===== src/rtl/sq_pkg.sv =====
package sq_pkg;

    typedef enum logic [0:0] {
        WB_RUN     = 1'b0,
        WB_BLOCKED = 1'b1
    } wb_state_e;

    // distance walking forward from b to a on a ring of the given size
    function automatic int ring_off(input int a, input int b, input int depth);
        return (a - b + depth) % depth;
    endfunction

endpackage


===== src/rtl/sq_run_scan.sv =====
// Length of the run of set bits met when walking the ring from a start slot,
// forward (start, start+1, ...) or backward (start-1, start-2, ...),
// limited to the number of resident entries.
module sq_run_scan #(
    parameter int DEPTH    = 8,
    parameter int IW       = 3,
    parameter int CW       = 4,
    parameter bit BACKWARD = 1'b0
) (
    input  logic [DEPTH-1:0] hit,
    input  logic [IW-1:0]    start,
    input  logic [CW-1:0]    limit,
    output logic [CW-1:0]    len
);

    logic [DEPTH-1:0] ord_hit;

    for (genvar k = 0; k < DEPTH; k++) begin : g_ord
        if (BACKWARD) begin : g_bwd
            assign ord_hit[k] = hit[IW'((int'(start) + 2 * DEPTH - 1 - k) % DEPTH)];
        end else begin : g_fwd
            assign ord_hit[k] = hit[IW'((int'(start) + k) % DEPTH)];
        end
    end

    always_comb begin
        logic go;
        go  = 1'b1;
        len = '0;
        for (int k = 0; k < DEPTH; k++) begin
            if (go && (k < int'(limit)) && ord_hit[k]) begin
                len = CW'(k + 1);
            end else begin
                go = 1'b0;
            end
        end
    end

endmodule


===== src/rtl/sq_store_queue.sv =====
module sq_store_queue
    import sq_pkg::*;
#(
    parameter int DEPTH  = 8,
    parameter int SEQ_W  = 8,
    parameter int ADDR_W = 16,
    parameter int DATA_W = 32,
    parameter int SIZE_W = 3,
    parameter int LQ_W   = 4,
    localparam int IW    = $clog2(DEPTH),
    localparam int CW    = $clog2(DEPTH + 1),
    localparam int FW    = LQ_W + 1,
    localparam int CAP   = DEPTH - 1
) (
    input  logic              clk,
    input  logic              rst_n,
    input  logic              alloc_valid,
    input  logic [SEQ_W-1:0]  alloc_seq,
    input  logic [ADDR_W-1:0] alloc_addr,
    input  logic [DATA_W-1:0] alloc_data,
    input  logic [SIZE_W-1:0] alloc_size,
    input  logic              alloc_cond,
    output logic [IW-1:0]     alloc_idx,
    output logic [CW-1:0]     sq_count,
    output logic              sq_full,
    output logic [IW-1:0]     head_idx,
    input  logic [FW-1:0]     lq_free_slots,
    output logic [FW-1:0]     lsq_free,
    input  logic              commit_valid,
    input  logic [SEQ_W-1:0]  commit_seq,
    input  logic              squash_valid,
    input  logic [SEQ_W-1:0]  squash_seq,
    output logic              req_valid,
    input  logic              req_ready,
    output logic [IW-1:0]     req_idx,
    output logic [ADDR_W-1:0] req_addr,
    output logic [DATA_W-1:0] req_data,
    output logic [SIZE_W-1:0] req_size,
    output logic              req_cond,
    input  logic              resp_valid,
    input  logic [IW-1:0]     resp_idx,
    output logic              wb_blocked,
    input  logic              stall_valid,
    input  logic [SEQ_W-1:0]  stall_seq,
    input  logic [LQ_W-1:0]   stall_lq,
    output logic              replay_valid,
    output logic [LQ_W-1:0]   replay_lq
);

    // ---------------- storage ----------------
    logic [SEQ_W-1:0]  seq_q  [DEPTH];
    logic [ADDR_W-1:0] addr_q [DEPTH];
    logic [DATA_W-1:0] data_q [DEPTH];
    logic [SIZE_W-1:0] size_q [DEPTH];
    logic [DEPTH-1:0]  cond_q, valid_q, elig_q, done_q;

    logic [IW-1:0] head_q, wb_q, tail_q;
    logic [CW-1:0] count_q;
    wb_state_e     state_q, state_d;

    logic              stall_on_q;
    logic [SEQ_W-1:0]  stall_seq_q;
    logic [LQ_W-1:0]   stall_lq_q;
    logic              replay_q;
    logic [LQ_W-1:0]   replay_lq_q;

    // ---------------- scans ----------------
    logic [DEPTH-1:0] commit_hit, squash_hit;
    logic [CW-1:0]    commit_len, squash_len, retire_len;

    always_comb begin
        for (int i = 0; i < DEPTH; i++) begin
            commit_hit[i] = elig_q[i] || (seq_q[i] <= commit_seq);
            squash_hit[i] = !elig_q[i] && (seq_q[i] > squash_seq);
        end
    end

    sq_run_scan #(.DEPTH(DEPTH), .IW(IW), .CW(CW), .BACKWARD(1'b0)) u_commit_scan (
        .hit(commit_hit), .start(head_q), .limit(count_q), .len(commit_len)
    );

    sq_run_scan #(.DEPTH(DEPTH), .IW(IW), .CW(CW), .BACKWARD(1'b1)) u_squash_scan (
        .hit(squash_hit), .start(tail_q), .limit(count_q), .len(squash_len)
    );

    sq_run_scan #(.DEPTH(DEPTH), .IW(IW), .CW(CW), .BACKWARD(1'b0)) u_retire_scan (
        .hit(done_q), .start(head_q), .limit(count_q), .len(retire_len)
    );

    // ---------------- writeback machine ----------------
    logic cur_ok, cur_zero, skip, accept, fire_replay;
    logic do_alloc, do_commit;

    assign cur_ok    = (wb_q != tail_q) && elig_q[wb_q];
    assign cur_zero  = (size_q[wb_q] == '0);
    assign do_alloc  = alloc_valid && !squash_valid && (int'(count_q) < CAP);
    assign do_commit = commit_valid && !squash_valid;

    // output process
    always_comb begin
        req_valid = 1'b0;
        skip      = 1'b0;
        unique case (state_q)
            WB_RUN: begin
                req_valid = cur_ok && !cur_zero;
                skip      = cur_ok && cur_zero;
            end
            WB_BLOCKED: begin
                req_valid = 1'b1;
            end
            default: ;
        endcase
    end

    assign accept      = req_valid && req_ready;
    assign fire_replay = (skip || accept) && stall_on_q && (seq_q[wb_q] == stall_seq_q);

    // next-state process
    always_comb begin
        state_d = state_q;
        unique case (state_q)
            WB_RUN:     if (req_valid && !req_ready) state_d = WB_BLOCKED;
            WB_BLOCKED: if (req_ready)               state_d = WB_RUN;
            default:                                 state_d = WB_RUN;
        endcase
    end

    // state register
    always_ff @(posedge clk) begin
        if (!rst_n) state_q <= WB_RUN;
        else        state_q <= state_d;
    end

    // ---------------- queue state ----------------
    always_ff @(posedge clk) begin
        if (!rst_n) begin
            head_q      <= '0;
            wb_q        <= '0;
            tail_q      <= '0;
            count_q     <= '0;
            valid_q     <= '0;
            elig_q      <= '0;
            done_q      <= '0;
            cond_q      <= '0;
            stall_on_q  <= 1'b0;
            stall_seq_q <= '0;
            stall_lq_q  <= '0;
            replay_q    <= 1'b0;
            replay_lq_q <= '0;
        end else begin
            for (int i = 0; i < DEPTH; i++) begin
                if (do_commit && (ring_off(i, int'(head_q), DEPTH) < int'(commit_len)))
                    elig_q[i] <= 1'b1;
                if (squash_valid &&
                    (ring_off(int'(tail_q) - 1, i, DEPTH) < int'(squash_len))) begin
                    valid_q[i] <= 1'b0;
                    elig_q[i]  <= 1'b0;
                    done_q[i]  <= 1'b0;
                end
                if (ring_off(i, int'(head_q), DEPTH) < int'(retire_len)) begin
                    valid_q[i] <= 1'b0;
                    elig_q[i]  <= 1'b0;
                    done_q[i]  <= 1'b0;
                end
            end

            if (skip || (accept && !cond_q[wb_q])) done_q[wb_q] <= 1'b1;
            if (resp_valid)                        done_q[resp_idx] <= 1'b1;
            if (skip || accept)                    wb_q <= IW'((int'(wb_q) + 1) % DEPTH);

            if (do_alloc) begin
                valid_q[tail_q] <= 1'b1;
                elig_q[tail_q]  <= 1'b0;
                done_q[tail_q]  <= 1'b0;
                cond_q[tail_q]  <= alloc_cond;
            end

            head_q <= IW'((int'(head_q) + int'(retire_len)) % DEPTH);
            if (squash_valid)
                tail_q <= IW'((int'(tail_q) + DEPTH - int'(squash_len)) % DEPTH);
            else if (do_alloc)
                tail_q <= IW'((int'(tail_q) + 1) % DEPTH);
            count_q <= CW'(int'(count_q) - int'(retire_len)
                           - (squash_valid ? int'(squash_len) : 0)
                           + (do_alloc ? 1 : 0));

            replay_q    <= fire_replay;
            replay_lq_q <= stall_lq_q;
            if (fire_replay) stall_on_q <= 1'b0;
            if (stall_valid) begin
                stall_on_q  <= 1'b1;
                stall_seq_q <= stall_seq;
                stall_lq_q  <= stall_lq;
            end
        end
    end

    always_ff @(posedge clk) begin
        if (do_alloc) begin
            seq_q[tail_q]  <= alloc_seq;
            addr_q[tail_q] <= alloc_addr;
            data_q[tail_q] <= alloc_data;
            size_q[tail_q] <= alloc_size;
        end
    end

    // ---------------- outputs ----------------
    always_comb begin
        int sq_slots;
        int lq_slots;
        sq_slots = DEPTH - int'(count_q);
        lq_slots = int'(lq_free_slots);
        lsq_free = FW'(((lq_slots < sq_slots) ? lq_slots : sq_slots) - 1);
    end

    assign alloc_idx    = tail_q;
    assign sq_count     = count_q;
    assign sq_full      = (int'(count_q) == CAP);
    assign head_idx     = head_q;
    assign req_idx      = wb_q;
    assign req_addr     = addr_q[wb_q];
    assign req_data     = data_q[wb_q];
    assign req_size     = size_q[wb_q];
    assign req_cond     = cond_q[wb_q];
    assign wb_blocked   = (state_q == WB_BLOCKED);
    assign replay_valid = replay_q;
    assign replay_lq    = replay_lq_q;

    // ---------------- assertions ----------------
    p_no_overflow_r2: assert property (@(posedge clk) disable iff (!rst_n)
        int'(count_q) <= CAP);

    p_req_eligible_r3: assert property (@(posedge clk) disable iff (!rst_n)
        req_valid |-> (valid_q[req_idx] && elig_q[req_idx]));

    p_hold_request_r7: assert property (@(posedge clk) disable iff (!rst_n)
        (req_valid && !req_ready) |=> (req_valid && $stable(req_idx)));

    p_resp_target_r8: assert property (@(posedge clk) disable iff (!rst_n)
        resp_valid |-> (valid_q[resp_idx] && cond_q[resp_idx] && !done_q[resp_idx]));

    p_retire_done_r9: assert property (@(posedge clk) disable iff (!rst_n)
        !$stable(head_q) |-> $past(done_q[head_q]));

endmodule


===== config.mk =====
export PLATFORM = sky130hd
export DESIGN_NAME = sq_store_queue
export DESIGN_NICKNAME = d
export VERILOG_FILES = /design/src/rtl/sq_pkg.sv /design/src/rtl/sq_run_scan.sv /design/src/rtl/sq_store_queue.sv
export SDC_FILE = /design/constraint.sdc
export NUM_CORES = 1
export LEC_CHECK = 0
export BUFFER_PORTS_ARGS = -buffer_cell sky130_fd_sc_hd__buf_2
export CAP_MARGIN = 20
export CORE_ASPECT_RATIO = 1.5
export CORE_MARGIN = 2
export CORE_UTILIZATION = 29
export DETAILED_ROUTE_END_ITERATION = 8
export PLACE_DENSITY = 0.54
export SLEW_MARGIN = 5
export SYNTH_ARGS = -nofsm -noshare
export SYNTH_HDL_FRONTEND = slang
export SYNTH_HIERARCHICAL = 1
export SYNTH_SLANG_ARGS = --single-unit

===== constraint.sdc =====
create_clock -name clk -period 8.7 [get_ports clk]
set_input_delay 1.305 -clock clk [delete_from_list [all_inputs] [get_ports clk]]
set_output_delay 1.305 -clock clk [all_outputs]
set_load 0.05 [all_outputs]

== After elaboration in Yosys (flattened, before gate mapping) ==
Memories as Yosys holds them, arrays and structs flattened. A register that Yosys moved wholly into a read port is not among the register bits.
Cells that the tools add are included.

* Mux-type cells: 212
* Equal/unequal tests: 3
* Add/subtract/negate cells: 58
* Reductions and logical operators: 124
* Bitwise operators: 22
* Magnitude comparators: 72

{| class="wikitable"
|+ Operators with widths
! cell !! count
|-
| $add A32 B5 Y32 const B || 6
|-
| $mux W1 || 141
|-
| $lt A4 B5 Y1 || 24
|-
| $mux W4 || 22
|-
| $logic_and A1 B1 Y1 || 83
|-
| $lt A3 B5 Y1 const B || 16
|-
| $bmux W1 S3 || 26
|-
| $gt A8 B8 Y1 || 8
|-
| $le A8 B8 Y1 || 8
|-
| $add A4 B5 Y6 const B || 9
|-
| $mux W8 || 6
|-
| $reduce_or A3 Y1 || 16
|-
| $mux W3 || 10
|-
| $sub A4 B4 Y5 const B || 4
|-
| $and A1 B1 Y1 || 16
|-
| $and A8 B8 Y8 || 2
|-
| $lt A3 B4 Y1 const A || 4
|-
| $or A8 B8 Y8 || 2
|-
| $sub A3 B3 Y4 const A || 4
|-
| $add A3 B1 Y3 const B || 5
|-
| $add A3 B3 Y3 const B || 4
|-
| $logic_not A1 Y1 || 12
|-
| $lt A3 B4 Y1 const B || 3
|-
| $sub A3 B3 Y3 const B || 4
|-
| other kinds (32) || 56
|}

* Logic and storage cells: 508
* Memories kept: 4
* RAM bits: 472
* Bits of input ports: 104
* Output and inout port bits: 78
* Register bits after elaboration: 56

{| class="wikitable"
|+ Memories
! memory !! words !! bits a word !! rd ports !! clocked after Yosys merged registers in !! wr ports !! RTL line !! source
|-
| data_q || 8 || 32 || 1 || 1 || 1 || sq_store_queue.sv:53 || <nowiki>logic [DATA_W-1:0] data_q [DEPTH];</nowiki>
|-
| addr_q || 8 || 16 || 1 || 1 || 1 || sq_store_queue.sv:52 || <nowiki>logic [ADDR_W-1:0] addr_q [DEPTH];</nowiki>
|-
| seq_q || 8 || 8 || 9 || 1 || 1 || sq_store_queue.sv:51 || <nowiki>logic [SEQ_W-1:0] seq_q [DEPTH];</nowiki>
|-
| size_q || 8 || 3 || 1 || 1 || 1 || sq_store_queue.sv:54 || <nowiki>logic [SIZE_W-1:0] size_q [DEPTH];</nowiki>
|}

== Longest topological paths before layout ==
Gate-level depths: netlist of run 1.
An unclocked memory read counts as a cell.

* Depth after elaboration: 42
* Gate-level depth with buffers: 25
* Gate-level depth less buffers: 25

== Hierarchy ==
The synthesis of run 1 kept the hierarchy.

{| class="wikitable"
|+ Modules (own cells, without submodules)
! module !! times used !! sequential area each (um^2) !! cells an instance !! area an instance (um^2)
|-
| sq_store_queue || 1 || 15,354.7 || 1,556 || 24,875.1
|-
| sq_run_scan at u_commit_scan ... || 2 || 0.0 || 53 || 556.8
|-
| sq_run_scan at u_squash_scan || 1 || 0.0 || 57 || 655.6
|}

== Worst setup path after synthesis of run 1 ==
OpenSTA, ideal clock, no wires.

* Kind: in2reg
* From: in squash_valid
* To: reg done_q[6]
* Arrival time: 6,300 ps
* Setup slack: 2,276 ps
* Stages: 5
* Required time: 8,576 ps
* Library setup time: 124 ps
* Buffers on the path: 0
* Path through: nor2_1 -> nand3_1 -> nor3_1 -> nand2b_1 -> o22ai_1

* Word-level cells in the longest chain between the ends: 12
* Elaborated cells between the ends (all ways): 15
* Those cells by class: 8 x mux; 3 x bitwise; 4 x reduce/logical

{| class="wikitable"
|+ RTL lines
! element !! RTL line !! source
|-
| start: declaration || sq_store_queue.sv:31 || <nowiki>input logic squash_valid,</nowiki>
|-
| $logic_and A1 B1 Y1 || sq_store_queue.sv:154 || <nowiki>if (squash_valid &&</nowiki>
|-
| $mux W1 || sq_store_queue.sv:154 ||
|-
| $mux W1 || sq_store_queue.sv:160 || <nowiki>if (ring_off(i, int'(head_q), DEPTH) < int'(retire_len)) begin</nowiki>
|-
| $mux W1 || sq_store_queue.sv:136 || <nowiki>if (!rst_n) begin</nowiki>
|-
| $or A8 B8 Y8 (no source line) || -- ||
|-
| $mux W8 || sq_store_queue.sv:167 || <nowiki>if (skip || (accept && !cond_q[wb_q])) done_q[wb_q] <= 1'b1;</nowiki>
|-
| $mux W8 || sq_store_queue.sv:136 ||
|-
| $or A8 B8 Y8 (no source line) || -- ||
|-
| $mux W8 || sq_store_queue.sv:168 || <nowiki>if (resp_valid) done_q[resp_idx] <= 1'b1;</nowiki>
|-
| $mux W8 || sq_store_queue.sv:136 ||
|-
| $and A8 B8 Y8 (no source line) || -- ||
|-
| $mux W8 * || sq_store_queue.sv:171 || <nowiki>if (do_alloc) begin</nowiki>
|-
| end signal: indexed assignment || sq_store_queue.sv:167 ||
|-
| end signal: indexed assignment || sq_store_queue.sv:168 ||
|-
| end signal: indexed assignment || sq_store_queue.sv:174 || <nowiki>done_q[tail_q] <= 1'b0;</nowiki>
|-
| end: declaration || sq_store_queue.sv:55 || <nowiki>logic [DEPTH-1:0] cond_q, valid_q, elig_q, done_q;</nowiki>
|}

Mark *: on every way between the ends. The rest lies on a longest branch, timed or not. The select of a mux whose other input is x is not followed.
A chain may end at the register's enable or synchronous reset.

== Final worst setup path of run 1 ==
* From: in squash_seq[1]
* To: reg count_q[3], in the netlist sq_count[3]

* Word-level cells in the longest chain between the ends: 31
* Elaborated cells between the ends (all ways): 73
* Those cells by class: 2 x add/sub; 8 x order compare; 40 x mux; 23 x reduce/logical

{| class="wikitable"
|+ RTL lines
! element !! RTL line !! source
|-
| start: declaration || sq_store_queue.sv:32 || <nowiki>input logic [SEQ_W-1:0] squash_seq,</nowiki>
|-
| $gt A8 B8 Y1 * || sq_store_queue.sv:74 || <nowiki>squash_hit[i] = !elig_q[i] && (seq_q[i] > squash_seq);</nowiki>
|-
| $logic_and A1 B1 Y1 * || sq_store_queue.sv:74 ||
|-
| via squash_hit[0] || sq_store_queue.sv:68 || <nowiki>logic [DEPTH-1:0] commit_hit, squash_hit;</nowiki>
|-
| $bmux W1 S3 || sq_run_scan.sv:20 || <nowiki>assign ord_hit[k] = hit[IW'((int'(start) + 2 * DEPTH - 1 - k) % DEPTH)];</nowiki>
|-
| $mux W1 (implied by the code) (2 in a row) || sq_run_scan.sv:20 ||
|-
| $logic_and A1 B1 Y1 || sq_run_scan.sv:31 || <nowiki>if (go && (k < int'(limit)) && ord_hit[k]) begin</nowiki>
|-
| $mux W1 || sq_run_scan.sv:31 ||
|-
| $logic_and A1 B1 Y1 (2 in a row) || sq_run_scan.sv:31 ||
|-
| [13 not listed] || -- ||
|-
| $logic_and A1 B1 Y1 (2 in a row) || sq_run_scan.sv:31 ||
|-
| $mux W1 || sq_run_scan.sv:31 ||
|-
| $logic_and A1 B1 Y1 (2 in a row) || sq_run_scan.sv:31 ||
|-
| $mux W4 * || sq_run_scan.sv:31 ||
|-
| via squash_len[0] || sq_store_queue.sv:69 || <nowiki>logic [CW-1:0] commit_len, squash_len, retire_len;</nowiki>
|-
| $mux W4 * || sq_store_queue.sv:184 || <nowiki>- (squash_valid ? int'(squash_len) : 0)</nowiki>
|-
| $sub A4 B4 Y4 * || sq_store_queue.sv:184 ||
|-
| $add A4 B2 Y4 * || sq_store_queue.sv:185 || <nowiki>+ (do_alloc ? 1 : 0));</nowiki>
|-
| end signal: assignment || sq_store_queue.sv:183 || <nowiki>count_q <= CW'(int'(count_q) - int'(retire_len)</nowiki>
|-
| end: declaration || sq_store_queue.sv:58 || <nowiki>logic [CW-1:0] count_q;</nowiki>
|}

Mark *: on every way through the listed nets, which the timed path passes. The rest lies on a longest branch. The select of a mux whose other input is x is not followed.

==> results.tsv, run 1 <==
metric	value	unit
worstSetupEndpointType	register	
drtPass1Iterations	5	
grt_setup_unrepaired	no	
synth_cells	1719	
multi_input_area	10690	µm²
cts_root_buffer	clkbuf_16	
cts_made_buffers	51	
syn-num-nets	2024	
place_area	28910	µm²
worstHoldPathCells	2	
setup_viol	0	
synth-simple-area-share	6.645	%
io_pins	182	
synth_seq_cells	531	
synthXorXnorAreaFrac	1.564	%
hpwl	48890	µm
maxCapViolations	0	
setup_tns	0	ps
finalCriticalPeriod	6302	ps
ys.flop_type	edfxtp_1	
finClkSkew	33.65	ps
seq_area_frac_synth	57.63	%
ant_nets	0	
cts_tree	yes	
drc	0	
intPower	5.062	mW
status	finished clean	
hold_path.class	reg -> reg	
fp-row-count	136	
io_buffers	181	
drt_iter0_drc	762	
reg2reg_slack	2950	ps
hold_buffers	0	
powerDensity	243.0	nW/µm²
cts-resized-gates	0	
power_frac_comb	28.3	%
gp_congestion	0.8782	
start_kind	input port	
switchingPower	2.383	mW
grt_pass1_wl	106600	µm
vias	15522	
netlist.area_leader.share	53.20	%
holdWs	468.4	ps
yosysUniqueCellTypes	74	
sw_frac_of_total	32.01	%
design_area	30630	µm²
grt_use_total	15.13	%
period_share	72.44	%
cp.required	9210	ps
cts-root-to-sink-buffers	3	
cts.clk_slew.worst_paths	60	ps
area_growth	14.97	%
tightest_slew	1068	ps
cp_data_arrival_time	6810	ps
yosysTopAreaCell	edfxtp_1	
r2r_cells	23	
coreArea	91380	µm²
post_cts_buffers	0	
dieArea	94370	µm²
routed_wl	71880	µm
nets	2217	
dieWidth	251.5	µm
die_h	375.2	µm
power_leakage	10.89	nW
cp_max_fo	8	
grt_pass1_vias	16779	
synth_edf_count	472	
power.share.clock	30.9	%
synth-compound-area-share	5.325	%
fillers	8736	
ir_drop	0.1750	mV
critPathKind	in -> reg	
pwr-share-seq	40.8	%
drv_slew	0	
async_flop_share	0	%
start_util	29.16	%
grt_max_degree	67	
maxSlewHeadroom	28.80	%
vias_per_cell	4.967	
avgSynthCellArea	15.50	µm²
wl_per_cell	23.00	µm
grt-ovfl-total	0	
max_freq	158.7	MHz
yosysWarnings	6	
layout_common_cells	edfxtp_1 (472), ha_1 (195), buf_2 (181)	
regArea	15370	µm²
cts.sinks	531	
synth_top_family_by_area	multiplexers	
synthMuxAreaShare	16.93	%
synthAdderAreaFrac	9.608	%
h-tree-depth	2	
hold_viol	0	
syn_area	26640	µm²
synth.area.top_cells	edfxtp_1 (53%), mux4_2 (11%), ha_1 (9.2%)	
layout_commonest_cell	edfxtp_1	
clock_insertion_delay_worst_skew	610	ps
antenna_found_initial	16	
drive_gt1_share	25.74	%
## path summary, 6_finish.rpt
check                          from                      to
max                   squash_seq[1]  sq_count[3]$_SDFF_PN0_
min          cond_q[4]$_SDFFE_PN0P_  cond_q[4]$_SDFFE_PN0P_
max reg2reg   seq_q[0][1]$_DFFE_PP_  sq_count[3]$_SDFF_PN0_
min reg2reg  cond_q[4]$_SDFFE_PN0P_  cond_q[4]$_SDFFE_PN0P_
## per-layer routing
metal	part of all wire [%]	track usage (%)
met5	0.16	0
met3	4.7	3.074
met4	4.9	7.109
met1	39	16.90
met2	51	27.41
## cells in the mapped netlist, types with 3 or more instances
master / n
o21bai_1: 3
xor2_1: 22
buf_6: 5
a31oi_1: 6
a21oi_1: 59
a211oi_1: 12
nand3_1: 12
buf_1: 7
nor4_2: 4
clkbuf_1: 34
o21ai_0: 37
a21boi_0: 6
dfxtp_1: 59
edfxtp_1: 472
nor3b_2: 3
nor2_1: 77
fa_1: 6
mux4_1: 16
a32oi_1: 7
o21a_1: 4
xnor2_1: 13
inv_1: 83
a21o_1: 46
a311o_1: 3
mux2i_1: 53
nor4b_1: 3
nand4_1: 37
nor2b_1: 44
buf_2: 13
o211ai_1: 3
buf_4: 3
and2_1: 18
ha_1: 195
or3_1: 7
nand2b_1: 21
nor3_1: 26
o22ai_1: 10
mux4_2: 125
nor4_1: 3
nand2_1: 56
mux2_2: 57
## registers in the layout, indices dropped and copies added (netlist names), named ones only
register,flops
replay_lq,4
size_q,24
data_q,256
stall_seq_q,8
head_idx,3
stall_on_q,1
replay_valid,1
wb_blocked,1
req_idx,3
stall_lq_q,4
alloc_idx,3
done_q,8
seq_q,64
cond_q,8
elig_q,8
addr_q,128
sq_count,4
## through the flow
stage	total power, mW	worst slack (ps)	std cells	utilization [%]
after detailed placement	5.220	1667	3032	31.64
after floorplan	4.629	2276	1719	-
after global placement	5.158	1718	3032	31.64
after CTS	7.534	2350	3123	33.52
final	7.445	2398	3125	33.52
after global routing	7.808	1978	3123	33.52
## area by class of cell
type,count,area share [%]
inverters,84,1.054
diodes,2,0.01634
flip-flops and latches,531,50.16
clock buffers,66,4.620
repair buffers,202,3.472
clock inverters,25,0.9885
multi-input cells,1042,34.89
well taps,1173,4.791
## power by group through the flow
| stage | clock [mW] | sequential, mW | combinational [mW] |
|---|---|---|---|
| after floorplan | 0 | 3.09 | 1.54 |
| after detailed placement | 0 | 3.10 | 2.12 |
| after CTS | 2.36 | 3.04 | 2.13 |
| after global routing | 2.45 | 3.05 | 2.31 |
| final | 2.30 | 3.04 | 2.11 |
| after global placement | 0 | 3.09 | 2.07 |
## kinds of logic after synthesis
family                   count (synthesis)
AO/OA/AOI/OAI                          215
XOR/XNOR                                41
adder cells (fa/ha/maj)                201
buffers and inverters                  146
flip-flops                             531
multiplexers                           257
AND/OR/NAND/NOR                        328
## critical path, cell delays in order
cell	delay [ps]
buf_2	100
inv_1	250
ha_1	300
nor2b_1	130
o21ai_0	140
nand2b_1	80
a21oi_1	230
nor2_1	70
a211oi_1	210
nor3_1	150
mux4_2	530
mux2i_1	370
nor3b_4	110
and3_1	190
o41ai_2	460
nand2_1	140
fa_1	410
fa_1	510
ha_1	150
inv_1	50
fa_1	370
xor2_1	160
xnor2_1	180
xnor2_1	80
and2_1	150
Power figures use the tool's default switching activity.
==> run 2: changes to the inputs <==
--- a/config.mk
+++ b/config.mk
@@ -11,7 +11,7 @@
 export CORE_MARGIN = 2
 export CORE_UTILIZATION = 29
 export DETAILED_ROUTE_END_ITERATION = 8
-export PLACE_DENSITY = 0.54
+export PLACE_DENSITY = 0.56
 export SLEW_MARGIN = 5
 export SYNTH_ARGS = -nofsm -noshare
 export SYNTH_HDL_FRONTEND = slang
==> constraint.sdc (replaced) <==
create_clock -name clk -period 5.44 [get_ports clk]
set_input_delay 0.816 -clock clk [delete_from_list [all_inputs] [get_ports clk]]
set_output_delay 0.816 -clock clk [all_outputs]
set_load 0.05 [all_outputs]
==> run 2 against run 1 <==
  * Global-route usage is 0.64 points higher
  * Clock power increased by 53%
  * Combinational power up 75%
  * Design area grew 3.3%
  * Wire length grew 4.0%
  * Flip-flop and latch count did not move
  * Final cell count increased by 3.2%
  * Non-clock buffer count is 97 higher
  * Critical path depth grew 1
  * Clock-buffer cell count shrank 6
  * Worst setup slack got worse by 2300 ps
  * Via count is 2.9% higher
  * Critical path type unchanged
  * Largest power group unchanged
==> results.tsv, run 2 (same netlist as run 1, synthesis figures left out) <==
metric	value	unit
hold_end	wb_blocked$_SDFF_PN0_	
cts_made_buffers	51	
fin_util	34.64	%
nets	2314	
r2r_start	seq_q[7][1]$_DFFE_PP_	
power_frac_comb	30.7	%
grt_max_degree	71	
critPathKind	in -> reg	
drv_slew	0	
maxSlewHeadroom	35.11	%
hpwl	52360	µm
cpPeakStageDelay	520	ps
hold_buffers	0	
final_cell_count_no_fill	3224	
largestRegisters	data_q: 256 flops, addr_q: 128 flops, seq_q: 64 flops	
reg2reg_to	sq_count[3]$_SDFF_PN0_	
cts.sinks	531	
dieArea	94370	µm²
grt-ovfl-total	0	
clock_insertion_delay_worst_skew	600	ps
layout_common_cells	edfxtp_1 (472), ha_1 (193), buf_2 (181)	
powerDensity	380.3	nW/µm²
antenna_found_initial	15	
slowest_stage	fa_1	
status	finished clean	
h-tree-depth	2	
max_freq	188.5	MHz
crit_buf_inv	4	
worstHoldPathCells	2	
largest_reg_flops	256	
cp_max_fo	8	
finClkSkew	26.85	ps
grt_use_total	15.78	%
wl_per_cell	23.18	µm
die_h	375.2	µm
power.share.clock	29.2	%
ir_drop	0.3001	mV
start_kind	input port	
setup_viol	0	
ant_nets	0	
hp-start	req_ready	
r2r_cells	23	
cp_data_arrival_time	5800	ps
intPower	8.138	mW
grt_setup_unrepaired	yes	
sw_frac_of_total	32.40	%
period_share	97.51	%
drtPass1Iterations	5	
cts_root_buffer	clkbuf_16	
coreArea	91380	µm²
drive_gt1_share	31.23	%
drc	0	
crit_family	adder cells	
worstSetupEndpointType	register	
vias_per_cell	4.955	
maxCapViolations	0	
start_util	29.16	%
vias	15974	
cts_tree	yes	
io_pins	182	
grt_pass1_vias	17208	
hold_viol	0	
grt_pass1_wl	110800	µm
finalCriticalPeriod	5305	ps
layout_commonest_cell	edfxtp_1	
tightest_slew	973.4	ps
drt_iter0_drc	868	
fp-row-count	136	
io_buffers	181	
power_leakage	11.38	nW
gp_congestion	0.8639	
cp.required	5930	ps
reg2reg_slack	140	ps
placedCellCount	3123	
hold_path.class	in -> reg	
routed_wl	74730	µm
finalWorstSetupSlack	135.2	ps
setup_tns	0	ps
dp_slack	-790.7	ps
cts.clk_slew.worst_paths	60	ps
pwr-share-seq	40.0	%
top_register	data_q	
dieWidth	251.5	µm
area_growth	18.81	%
switchingPower	3.901	mW
cts-root-to-sink-buffers	3	
-- run 2: changes by cell type in the layout (fill, tap and decap cells not counted), sizes merged --
cell and delta:
buf +97, clkinv -3, inv +7, bufinv -2
clkinvlp +6, clkbuf -6
-- run 2: what timing repair did --
item                       CTS  global route
setup endpoints to repair    1             1
pin swaps                   11            23
buffers inserted             3             3
resized for setup           33            14
-- run 2: stage by stage --
stage,total power [mW],area [µm²],hold WS [ps]
after global placement,8.415,29770,439.4
after detailed placement,8.510,29770,446.9
after CTS,12.13,31580,364.8
final,12.04,31660,411.5
after floorplan,7.404,26650,429.1
after global routing,12.62,31650,393.0
-- run 2: worst register-to-register path: stages (launching register included) --
cell and delay (ps):
edfxtp_1 480, ha_4 280, nor2b_1 120, o21ai_1 130, nand2b_1 80, a21oi_2 130, nor2_1 70, a211oi_2 330
nor3_4 80, mux4_2 500, mux2_4 290, nor3b_4 160, and3_4 210, o41ai_4 240, nand2_1 130, fa_2 390
fa_1 520, ha_2 160, inv_1 40, fa_2 330, xor2_1 160, xnor2_1 140, xnor2_1 120, and2_1 150
-- run 2: per-layer routing --
layer	vias to the layer above	wire [µm]	global-route usage (%)
met5	-	129	0
met2	354	39570	29.46
met4	18	2957	5.874
li1	7325	-	-
met3	130	3484	3.123
met1	8147	28580	17.52
-- run 2: worst max path at each step --
stage	startpoint	to	slack (ps)	cells after the start
after CTS	seq_q[6][1]$_DFFE_PP_	sq_count[3]$_SDFF_PN0_	0.04	23
final	squash_seq[1]	sq_count[3]$_SDFF_PN0_	140	26
after detailed placement	squash_seq[1]	sq_count[3]$_SDFF_PN0_	-790	26
after floorplan	squash_seq[1]	sq_count[3]$_SDFF_PN0_	-180	24
after global routing	squash_seq[1]	sq_count[3]$_SDFF_PN0_	-140	26
after global placement	squash_seq[1]	sq_count[3]$_SDFF_PN0_	-770	26
-- run 2: layout make-up --
cell class | count | area, µm²
Antenna cell | 2 | 5.005
Clock buffer | 60 | 1331
Clock inverter | 33 | 329.1
Fill cell | 8644 | 59720
Inverter | 84 | 316.6
Multi-Input combinational cell | 1042 | 10870
Sequential cell | 531 | 15370
Tap cell | 1173 | 1468
Timing Repair Buffer | 299 | 1967
-- run 2: power by group through the flow --
stage | clock network [mW] | logic, mW | registers [mW]
finish | 3.52 | 3.70 | 4.82
global route | 3.76 | 4.02 | 4.84
CTS | 3.63 | 3.67 | 4.83
detailed placement | 0 | 3.60 | 4.91
global placement | 0 | 3.51 | 4.90
floorplan | 0 | 2.46 | 4.95
==> run 3: changes to the inputs <==
--- a/config.mk
+++ b/config.mk
@@ -5,13 +5,13 @@
 export SDC_FILE = /design/constraint.sdc
 export NUM_CORES = 1
 export LEC_CHECK = 0
-export BUFFER_PORTS_ARGS = -buffer_cell sky130_fd_sc_hd__buf_2
 export CAP_MARGIN = 20
 export CORE_ASPECT_RATIO = 1.5
 export CORE_MARGIN = 2
 export CORE_UTILIZATION = 29
 export DETAILED_ROUTE_END_ITERATION = 8
-export PLACE_DENSITY = 0.56
+export DONT_BUFFER_PORTS = 1
+export PLACE_DENSITY = 0.53
 export SLEW_MARGIN = 5
 export SYNTH_ARGS = -nofsm -noshare
 export SYNTH_HDL_FRONTEND = slang
==> constraint.sdc (replaced) <==
create_clock -name clk -period 6.6 [get_ports clk]
set_input_delay 0.99 -clock clk [delete_from_list [all_inputs] [get_ports clk]]
set_output_delay 0.99 -clock clk [all_outputs]
set_load 0.05 [all_outputs]
==> run 3 against run 2 <==
  * Worst hold slack improved by 45 ps
  * Sequential share of layout area rose by 3.2 points
  * Clock-buffer cell count rose by 6
  * Global-route usage fell by 0.45 points
  * Final cell count fell by 8.3%
  * Design area fell by 6.2%
  * Wire length fell by 3.3%
  * Die area did not move
  * Utilization fell by 2.1 points
  * Clock power fell by 20%
  * Clock skew fell by 5.2 ps
  * Worst setup slack improved by 570 ps
  * Critical path type unchanged
==> results.tsv, run 3 (same netlist as run 1, synthesis figures left out) <==
metric	value	unit
hold_buffers	0	
ir_drop	0.2789	mV
status	finished clean	
finalCriticalPeriod	5890	ps
grt_use_total	15.33	%
io_pins	182	
h-tree-depth	2	
nets	2047	
setup_viol	0	
die_h	375.2	µm
largest_reg_flops	256	
critPathKind	in -> reg	
cts_made_buffers	53	
vias	14946	
cts.sinks	531	
layout_commonest_cell	edfxtp_1	
cts_root_buffer	clkbuf_16	
tightest_slew	1099	ps
drive_gt1_share	18.44	%
drv_slew	0	
routed_wl	72300	µm
hold_viol	0	
largestRegisters	data_q: 256 flops, addr_q: 128 flops, seq_q: 64 flops	
worstSetupEndpointType	register	
fillers	8754	
gp_congestion	0.8560	
cp_data_arrival_time	6390	ps
setup_tns	0	ps
cts-root-to-sink-buffers	3	
grt-ovfl-total	0	
grt_max_degree	73	
grt_pass1_vias	16086	
reg2reg_slack	930	ps
wl_per_cell	24.44	µm
ant_nets	0	
fp-row-count	136	
cp.required	7100	ps
hold_path.class	reg -> reg	
start_util	29.16	%
post_cts_buffers	0	
cts-resized-gates	0	
regArea	15370	µm²
dieArea	94370	µm²
hpwl	48980	µm
finClkSkew	21.65	ps
grt_pass1_wl	106800	µm
area_growth	11.48	%
period_share	89.24	%
clock_insertion_delay_worst_skew	610	ps
cp_max_fo	8	
cts_tree	yes	
top_register	data_q	
layout_common_cells	edfxtp_1 (472), ha_1 (195), mux4_2 (125)	
start_kind	input port	
fin_util	32.50	%
maxSlewHeadroom	26.21	%
cts.clk_slew.worst_paths	70	ps
powerDensity	318.7	nW/µm²
vias_per_cell	5.053	
drc	0	
drt_iter0_drc	775	
coreArea	91380	µm²
drtPass1Iterations	5	
antenna_found_initial	3	
max_freq	169.8	MHz
multi_input_area	10690	µm²
maxCapViolations	0	
power_leakage	10.13	nW
dieWidth	251.5	µm
grt_setup_unrepaired	no	
io_buffers	0	
run 3: changes by cell type in the layout (fill, tap and decap cells not counted), sizes merged:
cell	previous run	this run
buf	299	30
diode	2	1
clkinvlp	6	1
bufinv	5	1
inv	86	83
clkbuf	60	66
clkinv	20	30
run 3: critical path, cell delays in order:
cell and delay, ps:
inv_1 280, ha_1 310, nor2b_1 130, o21ai_0 130
nand2b_1 80, a21oi_1 260, nor2_1 70, a211oi_1 210
nor3_1 130, mux4_1 580, mux2i_1 300, nor3b_2 130
and3_1 220, o41ai_2 280, buf_4 180, nand2_1 70
fa_1 390, fa_1 490, ha_1 140, inv_1 50
fa_1 370, xor2_1 160, xnor2_1 190, xnor2_1 90
and2_1 150
run 3: per-stage QoR:
step | cell area, µm² | hold WS (ps) | instances | power (mW) | setup slack [ps]
final | 29700 | 456.3 | 2958 | 9.465 | 709.8
after global routing | 29700 | 427.4 | 2957 | 9.916 | 445.5
after CTS | 29690 | 417.3 | 2956 | 9.591 | 801.6
after detailed placement | 28090 | 448.6 | 2859 | 6.745 | 138.0
after global placement | 28090 | 440.6 | 2859 | 6.691 | 183.5
after floorplan | 26640 | 429.1 | 1719 | 6.102 | 490.8
run 3: worst paths after layout:
path | cells after the start | end | startpoint
worst max-delay path | 25 | sq_count[3]$_SDFF_PN0_ | squash_seq[1]
worst min-delay path | 1 | replay_lq[1]$_SDFF_PN0_ | stall_lq_q[1]$_SDFFE_PN0P_
worst max register to register | 24 | sq_count[3]$_SDFF_PN0_ | seq_q[0][1]$_DFFE_PP_
worst min register to register | 1 | replay_lq[1]$_SDFF_PN0_ | stall_lq_q[1]$_SDFFE_PN0P_
run 3: power by group:
part	switching (mW)	internal (mW)
Sequential	0.150	3.85
Clock	1.29	1.53
Combinational	1.66	0.979
Total	3.10	6.36
run 3: metal layers:
| layer | GRT usage, % | wire length, µm | part of all wire [%] | vias up |
|---|---|---|---|---|
| li1 | - | - | - | 6805 |
| met1 | 16.43 | 26700 | 37 | 7651 |
| met2 | 28.37 | 38140 | 53 | 357 |
| met3 | 4.050 | 4425 | 6.1 | 129 |
| met4 | 6.121 | 2999 | 4.1 | 4 |
| met5 | 0 | 31 | 0.043 | - |
run 3: area by class of cell:
class                           count  share of cell area [%]
Multi-Input combinational cell   1042                   35.99
Antenna cell                        1                0.008425
Tap cell                         1173                   4.941
Sequential cell                   531                   51.74
Timing Repair Buffer               30                  0.8551
Clock buffer                       66                   4.630
Inverter                           84                   1.087
Clock inverter                     31                  0.7498
